<file path="config.mk">
export PLATFORM = sky130hd
export DESIGN_NAME = multimode_shifter
export DESIGN_NICKNAME = d
export VERILOG_FILES = /design/src/rtl/shifter_pkg.sv /design/src/rtl/amount_xlate.sv /design/src/rtl/rotr_core.sv /design/src/rtl/fill_mask_gen.sv /design/src/rtl/multimode_shifter.sv
export SDC_FILE = /design/constraint.sdc
export NUM_CORES = 1
export LEC_CHECK = 0
export CORE_UTILIZATION = 30
export DETAILED_ROUTE_END_ITERATION = 12
export DONT_BUFFER_PORTS = 1
export PLACE_DENSITY = 0.4
export SETUP_SLACK_MARGIN = 0.2
export SLEW_MARGIN = 40
export SYNTH_ARGS = -nofsm -noshare
export SYNTH_HDL_FRONTEND = slang
export SYNTH_SLANG_ARGS = --single-unit
</file>
<file path="constraint.sdc">
create_clock -name vclk -period 6.3
set_input_delay 1.26 -clock vclk [all_inputs]
set_output_delay 1.26 -clock vclk [all_outputs]
set_load 0.01 [all_outputs]
</file>
<file path="src/rtl/shifter_pkg.sv">
package shifter_pkg;

   typedef enum logic [1:0] {
      SHM_LOGIC      = 2'b00,
      SHM_ARITH      = 2'b01,
      SHM_ROTATE     = 2'b10,
      SHM_ROTATE_ALT = 2'b11
   } shift_mode_e;

   localparam int ROT_LOG    = 0;
   localparam int ROT_DIRECT = 1;

   function automatic logic mode_is_rotate(input logic [1:0] m);
      return m[1];
   endfunction

   function automatic logic mode_is_arith(input logic [1:0] m);
      return (m == SHM_ARITH);
   endfunction

endpackage

</file>
<file path="src/rtl/amount_xlate.sv">
module amount_xlate #(
   parameter int WIDTH = 32,
   parameter int AMT_W = $clog2(WIDTH)
) (
   input  logic [AMT_W-1:0] amt,
   input  logic             go_left,
   output logic [AMT_W-1:0] rot_amt
);
   // Left by s == right by (WIDTH - s) mod WIDTH; WIDTH is 2**AMT_W,
   // so the modulo is the natural wrap of the AMT_W-bit subtraction.
   logic [AMT_W-1:0] neg_amt;

   always_comb begin
      neg_amt = '0 - amt;
      rot_amt = go_left ? neg_amt : amt;
   end
endmodule

</file>
<file path="src/rtl/rotr_core.sv">
module rotr_core #(
   parameter int WIDTH     = 32,
   parameter int AMT_W     = $clog2(WIDTH),
   parameter int ROT_STYLE = 0
) (
   input  logic [WIDTH-1:0] din,
   input  logic [AMT_W-1:0] amt,
   output logic [WIDTH-1:0] dout
);
   import shifter_pkg::*;

   generate
      if (ROT_STYLE == ROT_LOG) begin : g_log
         logic [WIDTH-1:0] stage [AMT_W+1];
         assign stage[0] = din;
         for (genvar k = 0; k < AMT_W; k++) begin : g_stage
            localparam int STEP = 2 ** k;
            logic [WIDTH-1:0] turned;
            assign turned       = {stage[k][STEP-1:0], stage[k][WIDTH-1:STEP]};
            assign stage[k+1]   = amt[k] ? turned : stage[k];
         end
         assign dout = stage[AMT_W];
      end else if (ROT_STYLE == ROT_DIRECT) begin : g_direct
         for (genvar i = 0; i < WIDTH; i++) begin : g_bit
            logic [AMT_W-1:0] src;
            assign src     = AMT_W'(i) + amt;
            assign dout[i] = din[src];
         end
      end else begin : g_bad
         $error("rotr_core: ROT_STYLE must be 0 or 1");
      end
   endgenerate
endmodule

</file>
<file path="src/rtl/fill_mask_gen.sv">
module fill_mask_gen #(
   parameter int WIDTH = 32,
   parameter int AMT_W = $clog2(WIDTH)
) (
   input  logic [AMT_W-1:0] amt,
   input  logic             go_left,
   input  logic [1:0]       mode,
   input  logic             sign_bit,
   output logic [WIDTH-1:0] mask,
   output logic [WIDTH-1:0] fill
);
   import shifter_pkg::*;

   localparam int CW = AMT_W + 1;

   logic             no_mask;
   logic             fill_bit;
   logic [WIDTH-1:0] hi_therm;
   logic [WIDTH-1:0] lo_therm;

   assign no_mask  = mode_is_rotate(mode);
   assign fill_bit = mode_is_arith(mode) && !go_left && sign_bit;

   // hi_therm: the top amt positions; lo_therm: the bottom amt positions
   generate
      for (genvar i = 0; i < WIDTH; i++) begin : g_therm
         logic [CW-1:0] pos;
         logic [CW-1:0] sum;
         assign pos         = CW'(i);
         assign sum         = pos + {1'b0, amt};
         assign hi_therm[i] = (sum >= CW'(WIDTH));
         assign lo_therm[i] = (pos < {1'b0, amt});
      end
   endgenerate

   always_comb begin
      if (no_mask)      mask = '0;
      else if (go_left) mask = lo_therm;
      else              mask = hi_therm;
      fill = {WIDTH{fill_bit}};
   end
endmodule

</file>
<file path="src/rtl/multimode_shifter.sv">
module multimode_shifter #(
   parameter int WIDTH     = 32,
   parameter int AMT_W     = $clog2(WIDTH),
   parameter int ROT_STYLE = 0
) (
   input  logic [WIDTH-1:0] data_in,
   input  logic [AMT_W-1:0] shift_amt,
   input  logic             go_left,
   input  logic [1:0]       shift_mode,
   output logic [WIDTH-1:0] result
);
   generate
      if (WIDTH < 2) begin : g_chk_w
         $error("multimode_shifter: WIDTH must be at least 2");
      end
      if ((1 << AMT_W) != WIDTH) begin : g_chk_pow
         $error("multimode_shifter: WIDTH must equal 2**AMT_W");
      end
   endgenerate

   logic [AMT_W-1:0] rot_amt;
   logic [WIDTH-1:0] rotated;
   logic [WIDTH-1:0] mask;
   logic [WIDTH-1:0] fill;

   amount_xlate #(.WIDTH(WIDTH), .AMT_W(AMT_W)) u_xlate (
      .amt     (shift_amt),
      .go_left (go_left),
      .rot_amt (rot_amt)
   );

   rotr_core #(.WIDTH(WIDTH), .AMT_W(AMT_W), .ROT_STYLE(ROT_STYLE)) u_rot (
      .din  (data_in),
      .amt  (rot_amt),
      .dout (rotated)
   );

   fill_mask_gen #(.WIDTH(WIDTH), .AMT_W(AMT_W)) u_mask (
      .amt      (shift_amt),
      .go_left  (go_left),
      .mode     (shift_mode),
      .sign_bit (data_in[WIDTH-1]),
      .mask     (mask),
      .fill     (fill)
   );

   assign result = (rotated & ~mask) | (fill & mask);
endmodule

</file>
==> results.sh, run 1 <==
export IMPL_status="finished, final reports clean"
export IMPL_yosys_warnings=0
export IMPL_grt_pass1_vias=2540
export IMPL_power_density_mw_per_mm2=141
export IMPL_route_detailed_drc=0
export IMPL_maxSlewHeadroom_pct=45.1
export IMPL_hold_viol=0
export IMPL_finalSetupTns_ns=0
export IMPL_period_share_pct=76.2
export IMPL_ctsHoldBuffers=0
export IMPL_sw_frac_of_total_pct=55.0
export IMPL_setup_viol=0
export IMPL_gp_congestion=0.861
export IMPL_p_sw_w=0.000233
export IMPL_cp_max_fo=42
export IMPL_wire_per_inst_um=23.1
export IMPL_rsz0062_at_grt="false"
export IMPL_io_buffers=0
export IMPL_min_path_cells=2
export IMPL_antenna_found_initial=0
export IMPL_wirelength_um=10100
export IMPL_p_leak_nw=1.23
export IMPL_postCtsSetupRepairBufs=0
export IMPL_ir_drop_mv=0.0425
export IMPL_finalCriticalPeriod_ns=4.80
export IMPL_dr_pass1_iters=4
export IMPL_syn_nets=385
export IMPL_drt_iter0_markers=135
export IMPL_die_y_um=102
export IMPL_dieWidth_um=102
export IMPL_fin_nets=350
export IMPL_drv_cap=0
export IMPL_synth_mux_area_share_pct=67.1
export IMPL_hold_class="in -> out"
export IMPL_grt_ovfl_total=0
export IMPL_core_mm2=0.00942
export IMPL_synthXorXnorAreaFrac_pct=1.39
export IMPL_yosysMostFrequentCell="mux2i_1"
export IMPL_grt_pass1_wl_um=15300
export IMPL_start_util_pct=31.6
export IMPL_critPathArrivalTime_ns=3.54
export IMPL_synth_area_leaders="mux2i_1 (42%), mux4_2 (24%), a21oi_1 (5.5%)"
export IMPL_setup_ws_ns=1.50
export IMPL_yosysTopAreaCell="mux2i_1"
export IMPL_rows=35
export IMPL_ios=72
export IMPL_n_antenna_cell=0
export IMPL_power_frac_comb_pct=100.0
export IMPL_viasPerCell=6.18
export IMPL_yosysUniqueCellTypes=40
export IMPL_clock_buffers=0
export IMPL_clkPwrFrac_pct=0
export IMPL_synth_compound_area_share_pct=15.2
export IMPL_seq_area_frac_synth_pct=0
export IMPL_drive_gt1_share_pct=16.0
export IMPL_crit_required_ns=5.04
export IMPL_end_kind="output port"
export IMPL_syn_area_per_cell_um2=8.65
export IMPL_slew_viol_final=0
export IMPL_synthAdderAreaFrac_pct=0.420
export IMPL_vias=2695
export IMPL_synthesis_area_mm2=0.00298
export IMPL_synth_top_family_by_area="multiplexers"
export IMPL_fmax_mhz=208
export IMPL_synthSimpleGateAreaFrac_pct=8.03
export IMPL_power_frac_seq_pct=0
export IMPL_critical_path_class="in -> out"
export IMPL_ff_latch_area_um2=0
export IMPL_grt_usage_pct=19.2
export IMPL_area_delta_synth_final_pct=0.967
export IMPL_grt_max_degree=46
export IMPL_tightestPinTransition_ns=0.803
export IMPL_hpwl_um=7770
export IMPL_synth_common_cells="mux2i_1 (126), a21oi_1 (33), mux4_2 (32)"
export IMPL_start_kind="input port"
export IMPL_die_area_mm2=0.0103
export IMPL_place_ws_ns=1.54
export IMPL_ant_nets=0
export IMPL_synth_cells=344
export IMPL_cts_resized=0
export IMPL_netlist_area_leader_share_pct=42.4
export IMPL_n_sequential_cell=0
export IMPL_power_internal_w=0.000191
per-stage QoR:
step / std cells / instance area (µm²) / hold WS, ns / utilization (%) / power (W)
6_report: 436 / 3010 / 2.72 / 31.9 / 0.000424
5_1_grt: 436 / 3010 / 2.73 / 31.9 / 0.000454
4_1_cts: 436 / 3010 / 2.72 / 31.9 / 0.000426
3_5_place_dp: 436 / 3010 / 2.72 / 31.9 / 0.000425
3_3_place_gp: 435 / 2990 / 2.72 / 31.8 / 0.000423
2_1_floorplan: 344 / 2980 / 2.76 / - / 0.000357
cell families (layout without fill, tap and decap cells):
logic type               Yosys count  in the layout
buffers and inverters             49             12
AO/OA/AOI/OAI                     78             78
adder cells (fa/ha/maj)            1              1
multiplexers                     159            159
AND/OR/NAND/NOR                   54             54
XOR/XNOR                           3              3
power by group through the flow:
stage	logic [W]	clock network, W	registers (W)
5_1_grt	0.000454	0	0
3_5_place_dp	0.000425	0	0
2_1_floorplan	0.000357	0	0
6_report	0.000424	0	0
4_1_cts	0.000426	0	0
3_3_place_gp	0.000423	0	0
cell usage in the layout (no fill, tap or decap), types with 4 or more instances in the layout:
cell	n
a21oi_1	33
a31oi_1	5
buf_4	4
inv_2	6
mux2i_1	126
mux4_2	32
nand2_1	16
nor2_1	22
nor3_1	4
o21ai_0	17
o21ai_1	4
layer usage:
| metal | vias up | part of all wire (%) | global-route usage [%] |
|---|---|---|---|
| li1 | 1261 | - | - |
| met4 | 0 | 0.69 | 1.45 |
| met2 | 86 | 50 | 33.8 |
| met1 | 1344 | 45 | 26.6 |
| met3 | 4 | 5.1 | 1.66 |
| met5 | - | 0 | 0 |
worst paths after layout:
| check | start | end | slack (ns) |
|---|---|---|---|
| setup / recovery | shift_amt[0] | result[22] | 1.50 |
| hold / removal | shift_mode[1] | result[12] | 2.72 |
critical path: stages:
cell and delay [ns]:
inv_1 0.03, ha_1 0.21, nor2b_1 0.29, xnor2_4 0.15, buf_4 0.44, mux2i_1 0.26
mux4_2 0.50, mux2i_1 0.37
cell type report:
class | instances | area, µm²
fillers | 1015 | 6410
multi-input cells | 295 | 2770
well taps | 129 | 161
repair buffers | 5 | 45.0
inverters | 7 | 26.3
Note: power is estimated with default switching activity, not from simulation.
==> run 2: changes to the inputs <==
Settings changed: ABC_AREA from default to 1, PLACE_DENSITY 0.4 to 0.41.
Clock period 6.3 ns to 4.1 ns, I/O delays scaled along.
==> results.sh, run 2 <==
export IMPL_grt_max_degree=73
export IMPL_fin_nets=906
export IMPL_yosys_warnings=0
export IMPL_viasPerCell=5.38
export IMPL_core_mm2=0.0128
export IMPL_crit_start="shift_amt[0]"
export IMPL_seq_area_frac_synth_pct=0
export IMPL_wirelength_um=17100
export IMPL_ctsHoldBuffers=0
export IMPL_dieWidth_um=117
export IMPL_maxSlewHeadroom_pct=58.4
export IMPL_rows=41
export IMPL_crit_required_ns=3.28
export IMPL_synth_area_leaders="nand2_1 (45%), nand3_1 (26%), inv_1 (6.2%)"
export IMPL_drive_gt1_share_pct=3.01
export IMPL_area_delta_synth_final_pct=-0.910
export IMPL_slew_viol_final=0
export IMPL_p_leak_nw=2.32
export IMPL_ir_drop_mv=0.0986
export IMPL_period_share_pct=84.0
export IMPL_setup_ws_ns=0.654
export IMPL_syn_nets=953
export IMPL_wire_per_inst_um=16.5
export IMPL_sw_frac_of_total_pct=71.8
export IMPL_place_ws_ns=0.713
export IMPL_layout_commonest_cell="nand2_1"
export IMPL_synthesis_area_mm2=0.00399
export IMPL_drv_cap=0
export IMPL_die_area_mm2=0.0137
export IMPL_hold_viol=0
export IMPL_setup_viol=0
export IMPL_finalSetupTns_ns=0
export IMPL_dr_pass1_iters=5
export IMPL_fmax_mhz=290
export IMPL_endpoint="result[7]"
export IMPL_power_frac_comb_pct=100.0
export IMPL_critical_path_class="in -> out"
export IMPL_power_w=0.000695
export IMPL_p_sw_w=0.000499
export IMPL_drt_iter0_markers=598
export IMPL_synth_common_cells="nand2_1 (483), nand3_1 (209), inv_1 (66)"
export IMPL_grt_pass1_vias=4994
export IMPL_hold_class="in -> out"
export IMPL_rsz0062_at_grt="false"
export IMPL_cts_resized=0
export IMPL_cp_max_fo=72
export IMPL_gp_congestion=0.935
export IMPL_critPathArrivalTime_ns=2.63
export IMPL_ios=72
export IMPL_clkPwrFrac_pct=0
export IMPL_fillCellCount=1601
export IMPL_netlist_area_leader_share_pct=45.5
export IMPL_die_y_um=117
export IMPL_vias=5568
export IMPL_power_density_mw_per_mm2=176
export IMPL_grt_ovfl_total=0
export IMPL_yosysMostFrequentCell="nand2_1"
export IMPL_yosysTopAreaCell="nand2_1"
export IMPL_antenna_found_initial=0
export IMPL_start_kind="input port"
export IMPL_postCtsSetupRepairBufs=0
export IMPL_dp_cells=1035
export IMPL_yosysUniqueCellTypes=28
export IMPL_clock_buffers=0
export IMPL_n_sequential_cell=0
export IMPL_tightestPinTransition_ns=0.623
export IMPL_fin_area_mm2=0.00395
export IMPL_placed_area_mm2=0.00395
export IMPL_final_cell_mix="nand2_1 (482), nand3_1 (209), inv_1 (66), nor2_1 (30), o21ai_0 (16)"
export IMPL_end_kind="output port"
export IMPL_ant_nets=0
export IMPL_finalCriticalPeriod_ns=3.45
export IMPL_power_frac_seq_pct=0
export IMPL_route_detailed_drc=0
export IMPL_n_antenna_cell=0
export IMPL_grt_usage_pct=25.1
export IMPL_ff_latch_area_um2=0
export IMPL_synth_cells=912
export IMPL_grt_pass1_wl_um=26700
export IMPL_power_internal_w=0.000196
export IMPL_syn_area_per_cell_um2=4.37
export IMPL_start_util_pct=31.2
export IMPL_final_cells=1035
export IMPL_hpwl_um=13800
export IMPL_status="finished, final reports clean"
export IMPL_io_buffers=0
run 2: changes by cell type in the layout (fill, tap and decap cells not counted), moves of 9 or more:
cell     previous run  this run
nand2_1            16       482
nand3_1             2       209
a21oi_1            33         7
mux4_2             32         0
inv_1               1        66
mux2i_1           126         0
nand4_1             1        10
run 2: power groups by stage:
stage	registers (W)	logic, W	clock network [W]
after floorplan	0	0.000556	0
after global placement	0	0.000690	0
after detailed placement	0	0.000687	0
after CTS	0	0.000689	0
after global routing	0	0.000783	0
final	0	0.000695	0
run 2: area by class of cell:
type	count	area, µm²	share of cell area [%]
repair buffers	10	87.6	2.22
multi-input cells	781	3370	85.4
well taps	172	215	5.45
inverters	72	273	6.91
run 2: metrics by stage:
step | hold slack [ns] | util [%]
2_1_floorplan | 1.85 | -
3_3_place_gp | 1.82 | 30.9
3_5_place_dp | 1.83 | 30.9
4_1_cts | 1.83 | 30.9
5_1_grt | 1.85 | 30.9
6_report | 1.82 | 30.9
run 2: worst min path at each step:
stage,startpoint,endpoint,depth (start not counted)
after floorplan,shift_mode[1],result[8],3
after global placement,shift_mode[1],result[30],3
after detailed placement,shift_mode[1],result[30],3
after CTS,shift_mode[1],result[30],3
after global routing,shift_mode[1],result[30],3
final,shift_mode[1],result[30],3
run 2: kinds of logic after synthesis:
| family | synth area share [%] |
|---|---|
| and+or+nand+nor | 78.1 |
| buffers and inverters | 15.4 |
| AOI/OAI and AO/OA | 5.53 |
| xor gates and xnor gates | 0.691 |
| adders and majority gates | 0.314 |
run 2: worst max-delay path: stages:
cell	delay [ns]
inv_2	0.03
ha_1	0.30
inv_1	0.06
nand2_1	0.07
nand2_4	0.46
nand2_1	0.11
nand2_1	0.16
nand2_1	0.10
nand3_1	0.13
nand3_1	0.10
nand3_1	0.12
nand2_1	0.10
run 2: routing by layer:
metal / track usage (%) / vias up / routed length (µm)
met3: 3.45 / 34 / 1350
met1: 32.3 / 2501 / 7120
met5: 0 / - / 0
met2: 44.1 / 229 / 8170
met4: 5.99 / 0 / 435
li1: - / 2804 / -
